--- config.mk ---
export PLATFORM = sky130hd
export DESIGN_NAME = pwm_pair
export DESIGN_NICKNAME = d
export VERILOG_FILES = /design/src/rtl/pwm_pair_pkg.sv /design/src/rtl/pwm_pair_cnt.sv /design/src/rtl/pwm_pair_wave.sv /design/src/rtl/pwm_pair_sdn.sv /design/src/rtl/pwm_pair.sv
export SDC_FILE = /design/constraint.sdc
export NUM_CORES = 1
export LEC_CHECK = 0
export ABC_AREA = 1
export BUFFER_PORTS_ARGS = -buffer_cell sky130_fd_sc_hd__buf_2
export CORE_MARGIN = 5
export CORE_UTILIZATION = 55
export DETAILED_ROUTE_END_ITERATION = 16
export MAX_ROUTING_LAYER = met4
export PLACE_DENSITY = 0.71
export SYNTH_ARGS = -nofsm -noshare
export SYNTH_HDL_FRONTEND = slang
export SYNTH_SLANG_ARGS = --single-unit
--- constraint.sdc ---
create_clock -name clk -period 6.65 [get_ports clk]
set_input_delay 0 -clock clk [delete_from_list [all_inputs] [get_ports clk]]
set_output_delay 0 -clock clk [all_outputs]
set_load 0.02 [all_outputs]
--- src/rtl/pwm_pair_pkg.sv ---
package pwm_pair_pkg;
  typedef enum logic {
    CNT_UP   = 1'b0,
    CNT_DOWN = 1'b1
  } cnt_dir_e;
endpackage

--- src/rtl/pwm_pair_cnt.sv ---
// Counter with working copies of period and duty for one channel.
module pwm_pair_cnt
  import pwm_pair_pkg::*;
#(
  parameter int W = 8
) (
  input  logic         clk,
  input  logic         rst_n,
  input  logic         en,
  input  logic         tick,
  input  logic         center,
  input  logic [W-1:0] per_in,
  input  logic [W-1:0] duty_in,
  output logic [W-1:0] cnt,
  output logic [W-1:0] bper,
  output logic [W-1:0] bduty
);
  cnt_dir_e    dir;
  logic [W:0]  cnt_inc;

  assign cnt_inc = {1'b0, cnt} + {{W{1'b0}}, 1'b1};

  always_ff @(posedge clk or negedge rst_n) begin
    if (!rst_n) begin
      cnt   <= '0;
      dir   <= CNT_UP;
      bper  <= '0;
      bduty <= '0;
    end else if (!en) begin
      cnt   <= '0;
      dir   <= CNT_UP;
      bper  <= per_in;
      bduty <= duty_in;
    end else if (tick) begin
      if (bper == '0) begin
        cnt   <= '0;
        dir   <= CNT_UP;
        bper  <= per_in;
        bduty <= duty_in;
      end else if (!center) begin
        dir <= CNT_UP;
        if (cnt_inc >= {1'b0, bper}) begin
          cnt   <= '0;
          bper  <= per_in;
          bduty <= duty_in;
        end else begin
          cnt <= cnt_inc[W-1:0];
        end
      end else if (dir == CNT_UP) begin
        if (cnt_inc >= {1'b0, bper}) begin
          cnt <= bper;
          dir <= CNT_DOWN;
        end else begin
          cnt <= cnt_inc[W-1:0];
        end
      end else begin
        if (cnt <= W'(1)) begin
          cnt   <= '0;
          dir   <= CNT_UP;
          bper  <= per_in;
          bduty <= duty_in;
        end else begin
          cnt <= cnt - W'(1);
        end
      end
    end
  end
endmodule

--- src/rtl/pwm_pair_wave.sv ---
// Output level from count and working values, including steady cases.
module pwm_pair_wave #(
  parameter int W = 8
) (
  input  logic         en,
  input  logic         pol,
  input  logic [W-1:0] cnt,
  input  logic [W-1:0] bper,
  input  logic [W-1:0] bduty,
  output logic         wave
);
  always_comb begin
    if (!en)                wave = 1'b0;
    else if (bper == '0)    wave = pol;
    else if (bduty >= bper) wave = pol;
    else if (cnt < bduty)   wave = pol;
    else                    wave = ~pol;
  end
endmodule

--- src/rtl/pwm_pair_sdn.sv ---
// Shutdown watch: sampling, edge/arming detection, sticky flag.
module pwm_pair_sdn (
  input  logic clk,
  input  logic rst_n,
  input  logic sd_in,
  input  logic mon_en,
  input  logic act_lvl,
  input  logic clr,
  output logic flag,
  output logic force_safe
);
  logic smp, hist, mon_q, set_evt;

  assign set_evt    = mon_en && ((smp != hist) || (!mon_q && (smp == act_lvl)));
  assign force_safe = mon_en && (smp == act_lvl);

  always_ff @(posedge clk or negedge rst_n) begin
    if (!rst_n) begin
      smp   <= 1'b0;
      hist  <= 1'b0;
      mon_q <= 1'b0;
      flag  <= 1'b0;
    end else begin
      smp   <= sd_in;
      hist  <= smp;
      mon_q <= mon_en;
      if (set_evt)  flag <= 1'b1;
      else if (clr) flag <= 1'b0;
    end
  end
endmodule

--- src/rtl/pwm_pair.sv ---
module pwm_pair #(
  parameter int CW = 8
) (
  input  logic          clk,
  input  logic          rst_n,
  input  logic          clk_en_a,
  input  logic          clk_en_b,
  input  logic          pair_join,
  input  logic [1:0]    ch_en,
  input  logic [1:0]    ch_pol,
  input  logic [1:0]    ch_csel,
  input  logic [1:0]    ch_center,
  input  logic [CW-1:0] per_lo,
  input  logic [CW-1:0] per_hi,
  input  logic [CW-1:0] duty_lo,
  input  logic [CW-1:0] duty_hi,
  input  logic          sd_in,
  input  logic          sd_mon_en,
  input  logic          sd_act_lvl,
  input  logic          sd_safe_lvl,
  input  logic          irq_en,
  input  logic          irq_clr,
  output logic [1:0]    pwm_out,
  output logic          sd_flag,
  output logic          irq
);
  localparam int DW = 2 * CW;

  logic [1:0]    en_eff;
  logic [1:0]    wave;
  logic [DW-1:0] per_sel  [2];
  logic [DW-1:0] duty_sel [2];
  logic [CW-1:0] cnt0, bper0;
  logic          sd_force;

  assign en_eff[0]   = ch_en[0] & ~pair_join;
  assign en_eff[1]   = ch_en[1];
  assign per_sel[0]  = DW'(per_lo);
  assign duty_sel[0] = DW'(duty_lo);
  assign per_sel[1]  = pair_join ? {per_hi, per_lo}   : DW'(per_hi);
  assign duty_sel[1] = pair_join ? {duty_hi, duty_lo} : DW'(duty_hi);

  for (genvar gi = 0; gi < 2; gi++) begin : g_ch
    localparam int W = (gi == 1) ? DW : CW;
    logic [W-1:0] cnt_l, bper_l, bduty_l;
    logic         tick_l;

    assign tick_l = ch_csel[gi] ? clk_en_b : clk_en_a;

    pwm_pair_cnt #(.W(W)) u_cnt (
      .clk     (clk),
      .rst_n   (rst_n),
      .en      (en_eff[gi]),
      .tick    (tick_l),
      .center  (ch_center[gi]),
      .per_in  (per_sel[gi][W-1:0]),
      .duty_in (duty_sel[gi][W-1:0]),
      .cnt     (cnt_l),
      .bper    (bper_l),
      .bduty   (bduty_l)
    );

    pwm_pair_wave #(.W(W)) u_wave (
      .en    (en_eff[gi]),
      .pol   (ch_pol[gi]),
      .cnt   (cnt_l),
      .bper  (bper_l),
      .bduty (bduty_l),
      .wave  (wave[gi])
    );

    if (gi == 0) begin : g_tap
      assign cnt0  = cnt_l;
      assign bper0 = bper_l;
    end
  end

  pwm_pair_sdn u_sdn (
    .clk        (clk),
    .rst_n      (rst_n),
    .sd_in      (sd_in),
    .mon_en     (sd_mon_en),
    .act_lvl    (sd_act_lvl),
    .clr        (irq_clr),
    .flag       (sd_flag),
    .force_safe (sd_force)
  );

  assign pwm_out[0] = wave[0];
  assign pwm_out[1] = sd_force ? sd_safe_lvl : wave[1];
  assign irq        = sd_flag & irq_en;
endmodule

---- Word-level counts from Yosys, hierarchy flattened ----
Cells that the tools add are included.
operators by class
  add/subtract/negate cells ............... 4
  $lt $le $gt $ge ......................... 8
  equality and inequality tests ........... 10
  muxes and demuxes ....................... 73
  bitwise operators ....................... 5
  reductions and logical operators ........ 10
operators by type and width
  operator                                                          number
  two-way mux 16 bit                                                24
  two-way mux 8 bit                                                 22
  two-way mux 1 bit                                                 27
  adder 16 x 1 -> 17 bit (second input constant)                    1
  greater-or-equal comparator 17 x 16 -> 1 bit                      1
  greater-or-equal comparator 16 bit                                1
  less-or-equal comparator 16 x 1 -> 1 bit (second input constant)  1
  zero test 16 bit                                                  1
  less-than comparator 16 bit                                       1
  subtractor 16 x 1 -> 16 bit (second input constant)               1
  inequality test 4 bit (second input constant)                     3
  adder 8 x 1 -> 9 bit (second input constant)                      1
  greater-or-equal comparator 9 x 8 -> 1 bit                        1
  greater-or-equal comparator 8 bit                                 1
  less-or-equal comparator 8 x 1 -> 1 bit (second input constant)   1
  zero test 8 bit                                                   1
  less-than comparator 8 bit                                        1
  inequality test 4 x 2 -> 1 bit (second input constant)            2
  AND reduction 4 bit                                               2
  subtractor 8 x 1 -> 8 bit (second input constant)                 1
  inequality test 4 x 1 -> 1 bit (second input constant)            1
  logical AND 1 bit                                                 3
  NOT 1 bit                                                         3
  AND 1 bit                                                         2
  other kinds (7)                                                   7
word-level totals
  flip-flop bits (word level) ............. 78
  input bits .............................. 51
  word-level logic and storage cells ...... 122

---- Longest topological paths before layout ----
Gate-level depths: netlist of the first run.
  depth in word-level cells ............... 8
  gate-level depth with buffers ........... 25
  depth with buffers taken out ............ 23

---- Modules after synthesis ----
A second synthesis of the first run with hierarchy kept.
second synthesis, totals
  cell total of the unflattened synthesis .. 1,153
  area total of the unflattened synthesis .. 7,638.6 um2
by module, submodules not included
  module                          times used  cells an instance  area an instance (um2)
  pwm_pair_cnt (g_ch[1].u_cnt)    1           546                3,771.1
  pwm_pair_cnt (g_ch[0].u_cnt)    1           259                1,920.6
  pwm_pair_wave (g_ch[1].u_wave)  1           149                913.4
  pwm_pair_wave (g_ch[0].u_wave)  1           79                 455.4
  pwm_pair                        1           103                419.2
  pwm_pair_sdn                    1           17                 158.9

---- Worst setup path before layout of the first run ----
Ideal clock, no wire load.
  path type ............................... register to register
  from .................................... register g_ch[1].u_cnt.cnt[0]
  to ...................................... register g_ch[1].u_cnt.bduty[3]
  setup time .............................. 123 ps
  data arrival time ....................... 2,766 ps
  data required time ...................... 6,527 ps
  setup slack ............................. 3,761 ps
  cell stages (with the launch flop) ...... 22
  cells stage by stage .................... dfrtp_1 ha_1 nand3_2 nor2_4 nand2_1 nor2_1 xor2_1 inv_1 ha_1 nand2_1 inv_1 nand2_1 nor3_1 nand2_1 nand3_1 nor2_2 nand2_2 inv_2 nand3_2 nand2_4 buf_6 o21ai_1
on the way
  word-level cells in the longest chain between the ends .. 4
  elaborated cells on any way between the ends .. 6
RTL lines
  what                                          RTL line            source
  start: declaration                            pwm_pair_cnt.sv:14  output logic [W-1:0] cnt,
  start signal: assignment                      pwm_pair_cnt.sv:47  cnt <= cnt_inc[W-1:0];
  start signal: assignment                      pwm_pair_cnt.sv:51  cnt <= bper;
  start signal: assignment                      pwm_pair_cnt.sv:54  cnt <= cnt_inc[W-1:0];
  adder 16 x 1 -> 17 bit                        pwm_pair_cnt.sv:21  assign cnt_inc = {1'b0, cnt} + {{W{1'b0}}, 1'b1};
  greater-or-equal comparator 17 x 16 -> 1 bit  pwm_pair_cnt.sv:42  if (cnt_inc >= {1'b0, bper}) begin
  inequality test 4 x 1 -> 1 bit (no line)      n/a
  AND reduction 4 bit (no line) *               n/a
  end signal: assignment                        pwm_pair_cnt.sv:33  bduty <= duty_in;
  end signal: assignment                        pwm_pair_cnt.sv:39  bduty <= duty_in;
  end signal: assignment                        pwm_pair_cnt.sv:45  bduty <= duty_in;
  end: declaration                              pwm_pair_cnt.sv:16  output logic [W-1:0] bduty
Every way passes the cells marked *; elsewhere a longest branch is shown, timed or not.
A chain may end at the register's enable or synchronous reset.

---- Final worst setup path of the first run ----
  from .................................... register g_ch[1].u_cnt.cnt[0]
  to ...................................... register g_ch[1].u_cnt.bper[11]
on the way
  word-level cells in the longest chain between the ends .. 4
  elaborated cells on any way between the ends .. 6
RTL lines
  what                                          RTL line            source
  adder 16 x 1 -> 17 bit                        pwm_pair_cnt.sv:21
  greater-or-equal comparator 17 x 16 -> 1 bit  pwm_pair_cnt.sv:42
  inequality test 4 x 1 -> 1 bit (no line)      n/a
  AND reduction 4 bit (no line) *               n/a
  end signal: assignment                        pwm_pair_cnt.sv:32  bper <= per_in;
  end signal: assignment                        pwm_pair_cnt.sv:38  bper <= per_in;
  end signal: assignment                        pwm_pair_cnt.sv:44  bper <= per_in;
  end: declaration                              pwm_pair_cnt.sv:15  output logic [W-1:0] bper,
Marks and branches as above.

==> flow_summary.ini, run 1 <==
[outcome]
status = finished, final reports clean

[clock_network]
post_cts_resized = 0
cts_tree = done
h-tree-depth = 3
cts_root_buf = sky130_fd_sc_hd__clkbuf_16
clock_latency_ns = 0.35
numClockSinks = 78
cts-buffers-inserted = 9
cts.reportedPaths.clkPinSlew_ns = 0.07
cts_buffer_depth = 2

[power]
seqPwrFrac = 0.286
power.density_cell_area_mw_per_mm2 = 300
irDropWorstVdd_uv = 225
total_switching_power_uw = 1120
combPwrFrac = 0.488
power_switching_share = 0.458
power.clock.fraction = 0.225
power.total_uw = 2440
intPower_uw = 1320
leakagePower_uw = 0.00442

[final_layout]
final_cell_count_no_fill = 1296
ant_cells = 0
fillCellCount = 1166
nets = 1246
final_design_area_no_fill_mm2 = 0.00813
combined_area_of_the_multi_input_logic_cells_mm2 = 0.00440
final-seq-area_mm2 = 0.00195
area.growth.synth_to_final_pct = 13.7
layout-drive-gt1-share = 0.115

[logic_synthesis]
number_of_warning_messages_in_the_yosys_log = 0
synthCells = 1049
synth_cell_types = 39
netlist.area_leader.share = 0.273
syn-cell-area_mm2 = 0.00714
seq_area_frac_synth = 0.273
syn-num-nets = 1176
synth.area.top_cells = sky130_fd_sc_hd__dfrtp_1 27%, sky130_fd_sc_hd__nand2_1 17%, sky130_fd_sc_hd__ha_1 13%
flip_flop_and_latch_count_after_synthesis = 78
largest_area_contributor_in_the_synthesized_netlist = sky130_fd_sc_hd__dfrtp_1
syn_avg_cell_area_um2 = 6.81

[job]
cap_viol_max_count = 0

[route]
drt-pass1-iter-count = 5
post_drt_wl_per_cell_um = 16.2
routed-via-count = 7018
drt_first_iter_violations = 659
postRouteWirelength_mm = 20.9
met3_length_mm = 1.42
postRouteAntennaNets = 0
route.top_layer_used = met4
post_drt_via_cell_ratio = 5.42
wl_met1_mm = 9.70
drc = 0
routed-wl-met2_mm = 9.31

[timing]
total_of_endpoints_with_negative_setup_slack_in_the_final_report = 0
period_minus_slack_ns = 4.65
setup_tns_ns = 0
tightest_slew_ns = 1.21
timing.max_slew.rel_slack = 0.196
finalClockSkew_ns = 0.0105
layout_setup_ws_ns = 2.00
highest_clock_rate_mhz = 215
rsz0062_at_grt = no
final_hold_viol_count = 0
final_min_period_over_clock_period = 0.699
number_of_pins_exceeding_their_max_slew_limit_in_the_final_report = 0

[global_routing]
grt.total_usage = 0.294
grt_start_max_net_pins = 65
antenna_found_initial = 0
grt_pass1_vias = 6596
grt_first_pass_wirelength_mm = 34.0
grt-ovfl-total = 0

[worst_setup_path]
worst_ep_required_time_ns = 6.91
timing.critical_path.to_type = flip-flop
worst-path-max-fanout = 64
ff2ff_path_depth = 21
critPathLaunchType = flip-flop
worst-endpoint-arrival_ns = 4.92
worstSetupPathType = reg2reg

[floorplan]
dieArea_mm2 = 0.0154
die_width_um = 124
placeableCoreArea_mm2 = 0.0127
die_y_um = 124
placementRows = 41
initial_utilization = 0.564
num_io_pins = 55

[placement]
routabilityCongestion = 0.952
dp_hpwl_mm = 15.6
port_buffers = 54
placement.cell_area_mm2 = 0.00744
dp.cells = 1244
pre_cts_ws_ns = 2.09

[worst_hold_path]
worstHoldPathType = in2reg
hold_path_depth = 4
## registers in the layout, indices dropped and copies added (netlist names)
| name | flops |
|---|---|
| g_ch.u_cnt.cnt | 24 |
| u_sdn.hist | 1 |
| g_ch.u_cnt.dir | 2 |
| u_sdn.smp | 1 |
| g_ch.u_cnt.bper | 24 |
| u_sdn.mon_q | 1 |
| u_sdn.flag | 1 |
| g_ch.u_cnt.bduty | 24 |
## cells by family (layout without fill, tap and decap cells)
group                      after synthesis  count (layout)  share of synthesized area
muxes                                    9               9                     0.0126
adders and majority gates               76              76                      0.133
and+or+nand+nor                        512             512                      0.307
DFF                                     78              78                      0.273
AOI/OAI and AO/OA                      157             157                      0.130
xor gates and xnor gates                28              28                     0.0343
buffers and inverters                  189             264                      0.110
## through the flow
| stage | util | hold WS [ns] |
|---|---|---|
| CTS | 0.641 | 0.00745 |
| finish | 0.641 | 0.0202 |
| global placement | 0.588 | -0.0583 |
| floorplan | - | -0.296 |
| detailed placement | 0.588 | -0.0573 |
| global route | 0.641 | 0.0409 |
## cells in the mapped netlist (all sizes together)
library cell,n
a21oi,67
nor3b,1
nor3,14
inv,155
a31oi,2
o21ai,79
clkbuf,8
nand3,76
nand4,19
nor4,2
dfrtp,78
a21boi,1
mux2i,9
o211ai,4
or2,2
nor2,68
ha,76
clkinv,1
xnor2,2
o21a,3
o31a,1
xor2,26
nand2,325
nand3b,5
buf,25
## worst paths after layout
check                                      from                       to  slack, ns
max                        g_ch[1].u_cnt.cnt[0]   g_ch[1].u_cnt.bper[11]       2.00
max in group asynchronous                 rst_n                u_sdn.smp       5.54
min in group asynchronous                 rst_n  g_ch[1].u_cnt.bduty[13]       0.12
min                                ch_center[0]     g_ch[0].u_cnt.cnt[7]       0.02
max reg2reg                g_ch[1].u_cnt.cnt[0]   g_ch[1].u_cnt.bper[11]       2.00
min reg2reg                           u_sdn.smp               u_sdn.hist       0.45
## power groups by stage
stage | registers (uW) | clock network (uW) | logic [uW]
finish | 698 | 548 | 1190
global route | 709 | 568 | 1380
CTS | 693 | 550 | 1180
detailed placement | 700 | 0 | 1150
global placement | 699 | 0 | 1140
floorplan | 639 | 0 | 935
## layout by cell type, fill, tap and decap left out, types with 3 or more instances in the layout
| cell | synthesis | final |
|---|---|---|
| sky130_fd_sc_hd__xor2_1 | 26 | 26 |
| sky130_fd_sc_hd__nand3_1 | 73 | 73 |
| sky130_fd_sc_hd__o21ai_2 | 29 | 29 |
| sky130_fd_sc_hd__nor2_1 | 63 | 63 |
| sky130_fd_sc_hd__o21a_1 | 3 | 3 |
| sky130_fd_sc_hd__dlygate4sd3_1 | 0 | 36 |
| sky130_fd_sc_hd__inv_2 | 11 | 11 |
| sky130_fd_sc_hd__buf_2 | 12 | 53 |
| sky130_fd_sc_hd__o21ai_1 | 20 | 20 |
| sky130_fd_sc_hd__nand3b_1 | 5 | 5 |
| sky130_fd_sc_hd__mux2i_1 | 9 | 9 |
| sky130_fd_sc_hd__nand4_1 | 19 | 19 |
| sky130_fd_sc_hd__buf_4 | 5 | 3 |
| sky130_fd_sc_hd__ha_1 | 76 | 76 |
| sky130_fd_sc_hd__inv_1 | 144 | 144 |
| sky130_fd_sc_hd__o211ai_1 | 4 | 4 |
| sky130_fd_sc_hd__nor3_2 | 3 | 3 |
| sky130_fd_sc_hd__nand3_2 | 3 | 3 |
| sky130_fd_sc_hd__dfrtp_1 | 78 | 78 |
| sky130_fd_sc_hd__a21oi_1 | 67 | 67 |
| sky130_fd_sc_hd__nor3_1 | 11 | 11 |
| sky130_fd_sc_hd__clkbuf_16 | 0 | 9 |
| sky130_fd_sc_hd__o21ai_0 | 30 | 30 |
| sky130_fd_sc_hd__nor2_4 | 3 | 3 |
| sky130_fd_sc_hd__nand2_1 | 322 | 322 |
## what timing repair did
item | 4_1_cts | 5_1_grt
hold buffers | 36 | 0
hold endpoints to repair | 71 | 0
buffers inserted | 0 | 0
## final cells by class
| class | count | area share |
|---|---|---|
| Multi-Input combinational cell | 782 | 0.542 |
| Inverter | 156 | 0.0721 |
| Clock buffer | 10 | 0.0282 |
| Clock inverter | 6 | 0.0114 |
| Tap cell | 172 | 0.0265 |
| Timing Repair Buffer | 92 | 0.0798 |
| Sequential cell | 78 | 0.240 |
## routing by layer
layer | vias up | global-route usage
met3 | 36 | 0.0463
met2 | 268 | 0.439
met5 | - | -
met4 | 0 | 0.0890
li1 | 3528 | -
met1 | 3186 | 0.414
## critical path, cell delays in order, from the launching register on
cell and delay (ns):
sky130_fd_sc_hd__dfrtp_1 0.54, sky130_fd_sc_hd__ha_1 0.26, sky130_fd_sc_hd__nand3_2 0.13, sky130_fd_sc_hd__nor2_4 0.17, sky130_fd_sc_hd__nand2_1 0.09, sky130_fd_sc_hd__nor2_1 0.13
sky130_fd_sc_hd__xor2_1 0.24, sky130_fd_sc_hd__inv_1 0.07, sky130_fd_sc_hd__ha_1 0.29, sky130_fd_sc_hd__nand2_1 0.09, sky130_fd_sc_hd__inv_1 0.06, sky130_fd_sc_hd__nand2_1 0.06
sky130_fd_sc_hd__nor3_1 0.04, sky130_fd_sc_hd__nand2_1 0.05, sky130_fd_sc_hd__nand3_1 0.08, sky130_fd_sc_hd__nor2_2 0.46, sky130_fd_sc_hd__nand2_2 0.41, sky130_fd_sc_hd__inv_2 0.33
sky130_fd_sc_hd__nand3_2 0.15, sky130_fd_sc_hd__nand2_4 0.60, sky130_fd_sc_hd__nand2_1 0.18, sky130_fd_sc_hd__o21ai_2 0.10
(Power assumes the default switching activity.)
==> inputs of run 2 (changes only) <==
--- a/config.mk
+++ b/config.mk
@@ -5,7 +5,7 @@
 export SDC_FILE = /design/constraint.sdc
 export NUM_CORES = 1
 export LEC_CHECK = 0
-export ABC_AREA = 1
+export ABC_AREA = 0
 export BUFFER_PORTS_ARGS = -buffer_cell sky130_fd_sc_hd__buf_2
 export CORE_MARGIN = 5
 export CORE_UTILIZATION = 55
==> constraint.sdc (replaced) <==
create_clock -name clk -period 4.4 [get_ports clk]
set_input_delay 0 -clock clk [delete_from_list [all_inputs] [get_ports clk]]
set_output_delay 0 -clock clk [all_outputs]
set_load 0.02 [all_outputs]
==> flow_summary.ini, run 2 <==
[outcome]
status = finished, final reports clean

[clock_network]
clock_latency_ns = 0.35
cts_buffer_depth = 2
post_cts_resized = 0
cts_root_buf = sky130_fd_sc_hd__clkbuf_16
cts.reportedPaths.clkPinSlew_ns = 0.07
number_of_setup_buffers_added_after_cts = 0
cts_tree = done
cts-buffers-inserted = 9
numClockSinks = 78
h-tree-depth = 3

[timing]
highest_clock_rate_mhz = 241
setup_tns_ns = 0
final_min_period_over_clock_period = 0.942
final_hold_viol_count = 0
number_of_pins_exceeding_their_max_slew_limit_in_the_final_report = 0
total_of_endpoints_with_negative_setup_slack_in_the_final_report = 0
tightest_slew_ns = 1.06
rsz0062_at_grt = no
period_minus_slack_ns = 4.15
timing.max_slew.rel_slack = 0.296
finalClockSkew_ns = 0.00990
layout_setup_ws_ns = 0.255

[final_layout]
layout-drive-gt1-share = 0.129
leading_cell_types_in_the_layout_fill_and_taps_excluded = 78 x sky130_fd_sc_hd__dfrtp_1, 76 x sky130_fd_sc_hd__ha_1, 62 x sky130_fd_sc_hd__inv_1, 56 x sky130_fd_sc_hd__nand2_1, 53 x sky130_fd_sc_hd__buf_2
area.growth.synth_to_final_pct = 14.3
layout_top_registers = g_ch.u_cnt.bduty: 24 flops, g_ch.u_cnt.bper: 24 flops, g_ch.u_cnt.cnt: 24 flops
ant_cells = 0
fillCellCount = 965
final_cell_count_no_fill = 974
combined_area_of_the_multi_input_logic_cells_mm2 = 0.00435
final-seq-area_mm2 = 0.00195
mostFrequentLayoutCell = sky130_fd_sc_hd__dfrtp_1
nets = 951

[job]
cap_viol_max_count = 0

[logic_synthesis]
syn_avg_cell_area_um2 = 8.92
flip_flop_and_latch_count_after_synthesis = 78
synth.most_common_cell = sky130_fd_sc_hd__dfrtp_1
number_of_warning_messages_in_the_yosys_log = 0
syn-num-nets = 880
number_of_flops_mapped_to_enable_cells_by_yosys = 0
synthCells = 753
synth.area.top_cells = sky130_fd_sc_hd__dfrtp_1 29%, sky130_fd_sc_hd__ha_1 14%, sky130_fd_sc_hd__mux2i_1 7.7%
largest_area_contributor_in_the_synthesized_netlist = sky130_fd_sc_hd__dfrtp_1
netlist.area_leader.share = 0.291
seq_area_frac_synth = 0.291
most_instantiated_cells_after_synthesis = 78 x sky130_fd_sc_hd__dfrtp_1, 76 x sky130_fd_sc_hd__ha_1, 62 x sky130_fd_sc_hd__inv_1
ys_dominant_reg_cell = sky130_fd_sc_hd__dfrtp_1
synth_cell_types = 75
synthArstFlopShare = 1.00
syn-cell-area_mm2 = 0.00672

[power]
power_switching_share = 0.435
intPower_uw = 1870
combPwrFrac = 0.468
power.total_uw = 3310
total_switching_power_uw = 1440
seqPwrFrac = 0.321
irDropWorstVdd_uv = 302
power.density_cell_area_mw_per_mm2 = 431
power.clock.fraction = 0.211
leakagePower_uw = 0.00367

[route]
postRouteAntennaNets = 0
drt-pass1-iter-count = 6
post_drt_wl_per_cell_um = 22.2
route.top_layer_used = met4
met3_length_mm = 1.84
routed-via-count = 6364
post_drt_via_cell_ratio = 6.53
routed-wl-met2_mm = 9.53
drc = 0
drt_first_iter_violations = 851
wl_met1_mm = 9.66
postRouteWirelength_mm = 21.6

[placement]
dp_hpwl_mm = 15.9
pre_cts_ws_ns = 0.365
dp.cells = 925
port_buffers = 54
routabilityCongestion = 1.02

[worst_setup_path]
ff2ff_path_depth = 13
r2r_start = g_ch[1].u_cnt.cnt[0]
worst-path-max-fanout = 11
critical_path.reg2reg.endpoint = g_ch[1].u_cnt.bduty[3]
timing.critical_path.to_type = flip-flop
worstSetupPathType = reg2reg
reg2reg_setup_slack_ns = 0.25
worst-endpoint-arrival_ns = 4.40
critPathLaunchType = flip-flop
worst_ep_required_time_ns = 4.66

[floorplan]
placementRows = 40
die_y_um = 121
dieArea_mm2 = 0.0145
initial_utilization = 0.559
die_width_um = 121
placeableCoreArea_mm2 = 0.0120
num_io_pins = 55

[worst_hold_path]
timing.hold.worst_endpoint = g_ch[1].u_cnt.bduty[15]
hold_path_depth = 3
worstHoldPathType = in2reg
min-delay-start = duty_hi[7]

[global_routing]
grt_pass1_vias = 6184
grt.total_usage = 0.311
grt_start_max_net_pins = 79
antenna_found_initial = 0
grt-ovfl-total = 0
grt_first_pass_wirelength_mm = 34.3
## run 2: changes by cell type after synthesis, sizes merged, moves of 24 or more
cell / previous run / this run
mux2i: 9 / 52
a21oi: 67 / 43
nand3: 76 / 31
nor2: 68 / 37
o21ai: 79 / 46
nand2: 325 / 56
inv: 155 / 62
## run 2: metal layers
| layer | vias up | track usage |
|---|---|---|
| met5 | - | - |
| met4 | 0 | 0.105 |
| met3 | 47 | 0.0641 |
| met2 | 305 | 0.455 |
| met1 | 3083 | 0.431 |
| li1 | 2929 | - |
## run 2: layout make-up
cell class | count | share of cell area
well taps | 147 | 0.0239
inverters | 63 | 0.0308
multi-input cells | 575 | 0.566
repair buffers | 97 | 0.0906
clock inverters | 4 | 0.00326
clock buffers | 10 | 0.0311
flip-flops and latches | 78 | 0.254
## run 2: power groups by stage
stage / Clock (uW) / Combinational (uW) / Sequential [uW]
6_report: 697 / 1550 / 1060
5_1_grt: 732 / 1700 / 1080
4_1_cts: 700 / 1510 / 1050
3_5_place_dp: 0 / 1480 / 1070
3_3_place_gp: 0 / 1440 / 1060
2_1_floorplan: 0 / 1120 / 956
## run 2: cells by family (layout without fill, tap and decap cells)
group           after synthesis  in the layout  synth area share
xor+xnor                     27             27            0.0352
simple gates                218            218             0.171
fa+ha+maj                    76             76             0.142
compound gates              184            184             0.185
mux                          70             70             0.113
buf+inv                     100            174            0.0637
flops                        78             78             0.291
## run 2: timing repair
item	in CTS	in global routing
endpoints found under the setup margin	0	1
hold buffers	35	0
hold endpoints to repair	117	0
## run 2: worst max-delay path by stage
stage / startpoint / end / slack [ns] / depth (start not counted)
2_1_floorplan: g_ch[1].u_cnt.cnt[0] / g_ch[1].u_cnt.bduty[0] / 1.05 / 13
3_3_place_gp: g_ch[1].u_cnt.cnt[4] / g_ch[1].u_cnt.cnt[15] / 0.57 / 12
3_5_place_dp: g_ch[1].u_cnt.cnt[0] / g_ch[1].u_cnt.bduty[3] / 0.36 / 13
4_1_cts: g_ch[1].u_cnt.cnt[0] / g_ch[1].u_cnt.bduty[3] / 0.33 / 13
5_1_grt: g_ch[1].u_cnt.cnt[0] / g_ch[1].u_cnt.bduty[15] / 0.007 / 13
6_report: g_ch[1].u_cnt.cnt[0] / g_ch[1].u_cnt.bduty[3] / 0.25 / 13
## run 2: worst max-delay path, cell delays in order (launching register included)
cell                      delay, ns
sky130_fd_sc_hd__dfrtp_1       0.54
sky130_fd_sc_hd__ha_1          0.38
sky130_fd_sc_hd__nand4_4       0.23
sky130_fd_sc_hd__or3_1         0.44
sky130_fd_sc_hd__xnor2_1       0.30
sky130_fd_sc_hd__ha_1          0.31
sky130_fd_sc_hd__nand4_1       0.10
sky130_fd_sc_hd__nor2_1        0.08
sky130_fd_sc_hd__a21oi_1       0.22
sky130_fd_sc_hd__o311a_1       0.31
sky130_fd_sc_hd__a21oi_1       0.13
sky130_fd_sc_hd__o21ai_4       0.47
sky130_fd_sc_hd__buf_4         0.28
sky130_fd_sc_hd__mux2i_1       0.23
## run 2: per-stage QoR
| step | cell area (um^2) | hold WS [ns] | util |
|---|---|---|---|
| after floorplan | 6720 | -0.296 | - |
| after global placement | 7070 | 0.110 | 0.588 |
| after detailed placement | 7070 | 0.110 | 0.588 |
| after CTS | 7680 | 0.00399 | 0.639 |
| after global routing | 7680 | 0.0332 | 0.639 |
| final | 7680 | 0.0189 | 0.639 |
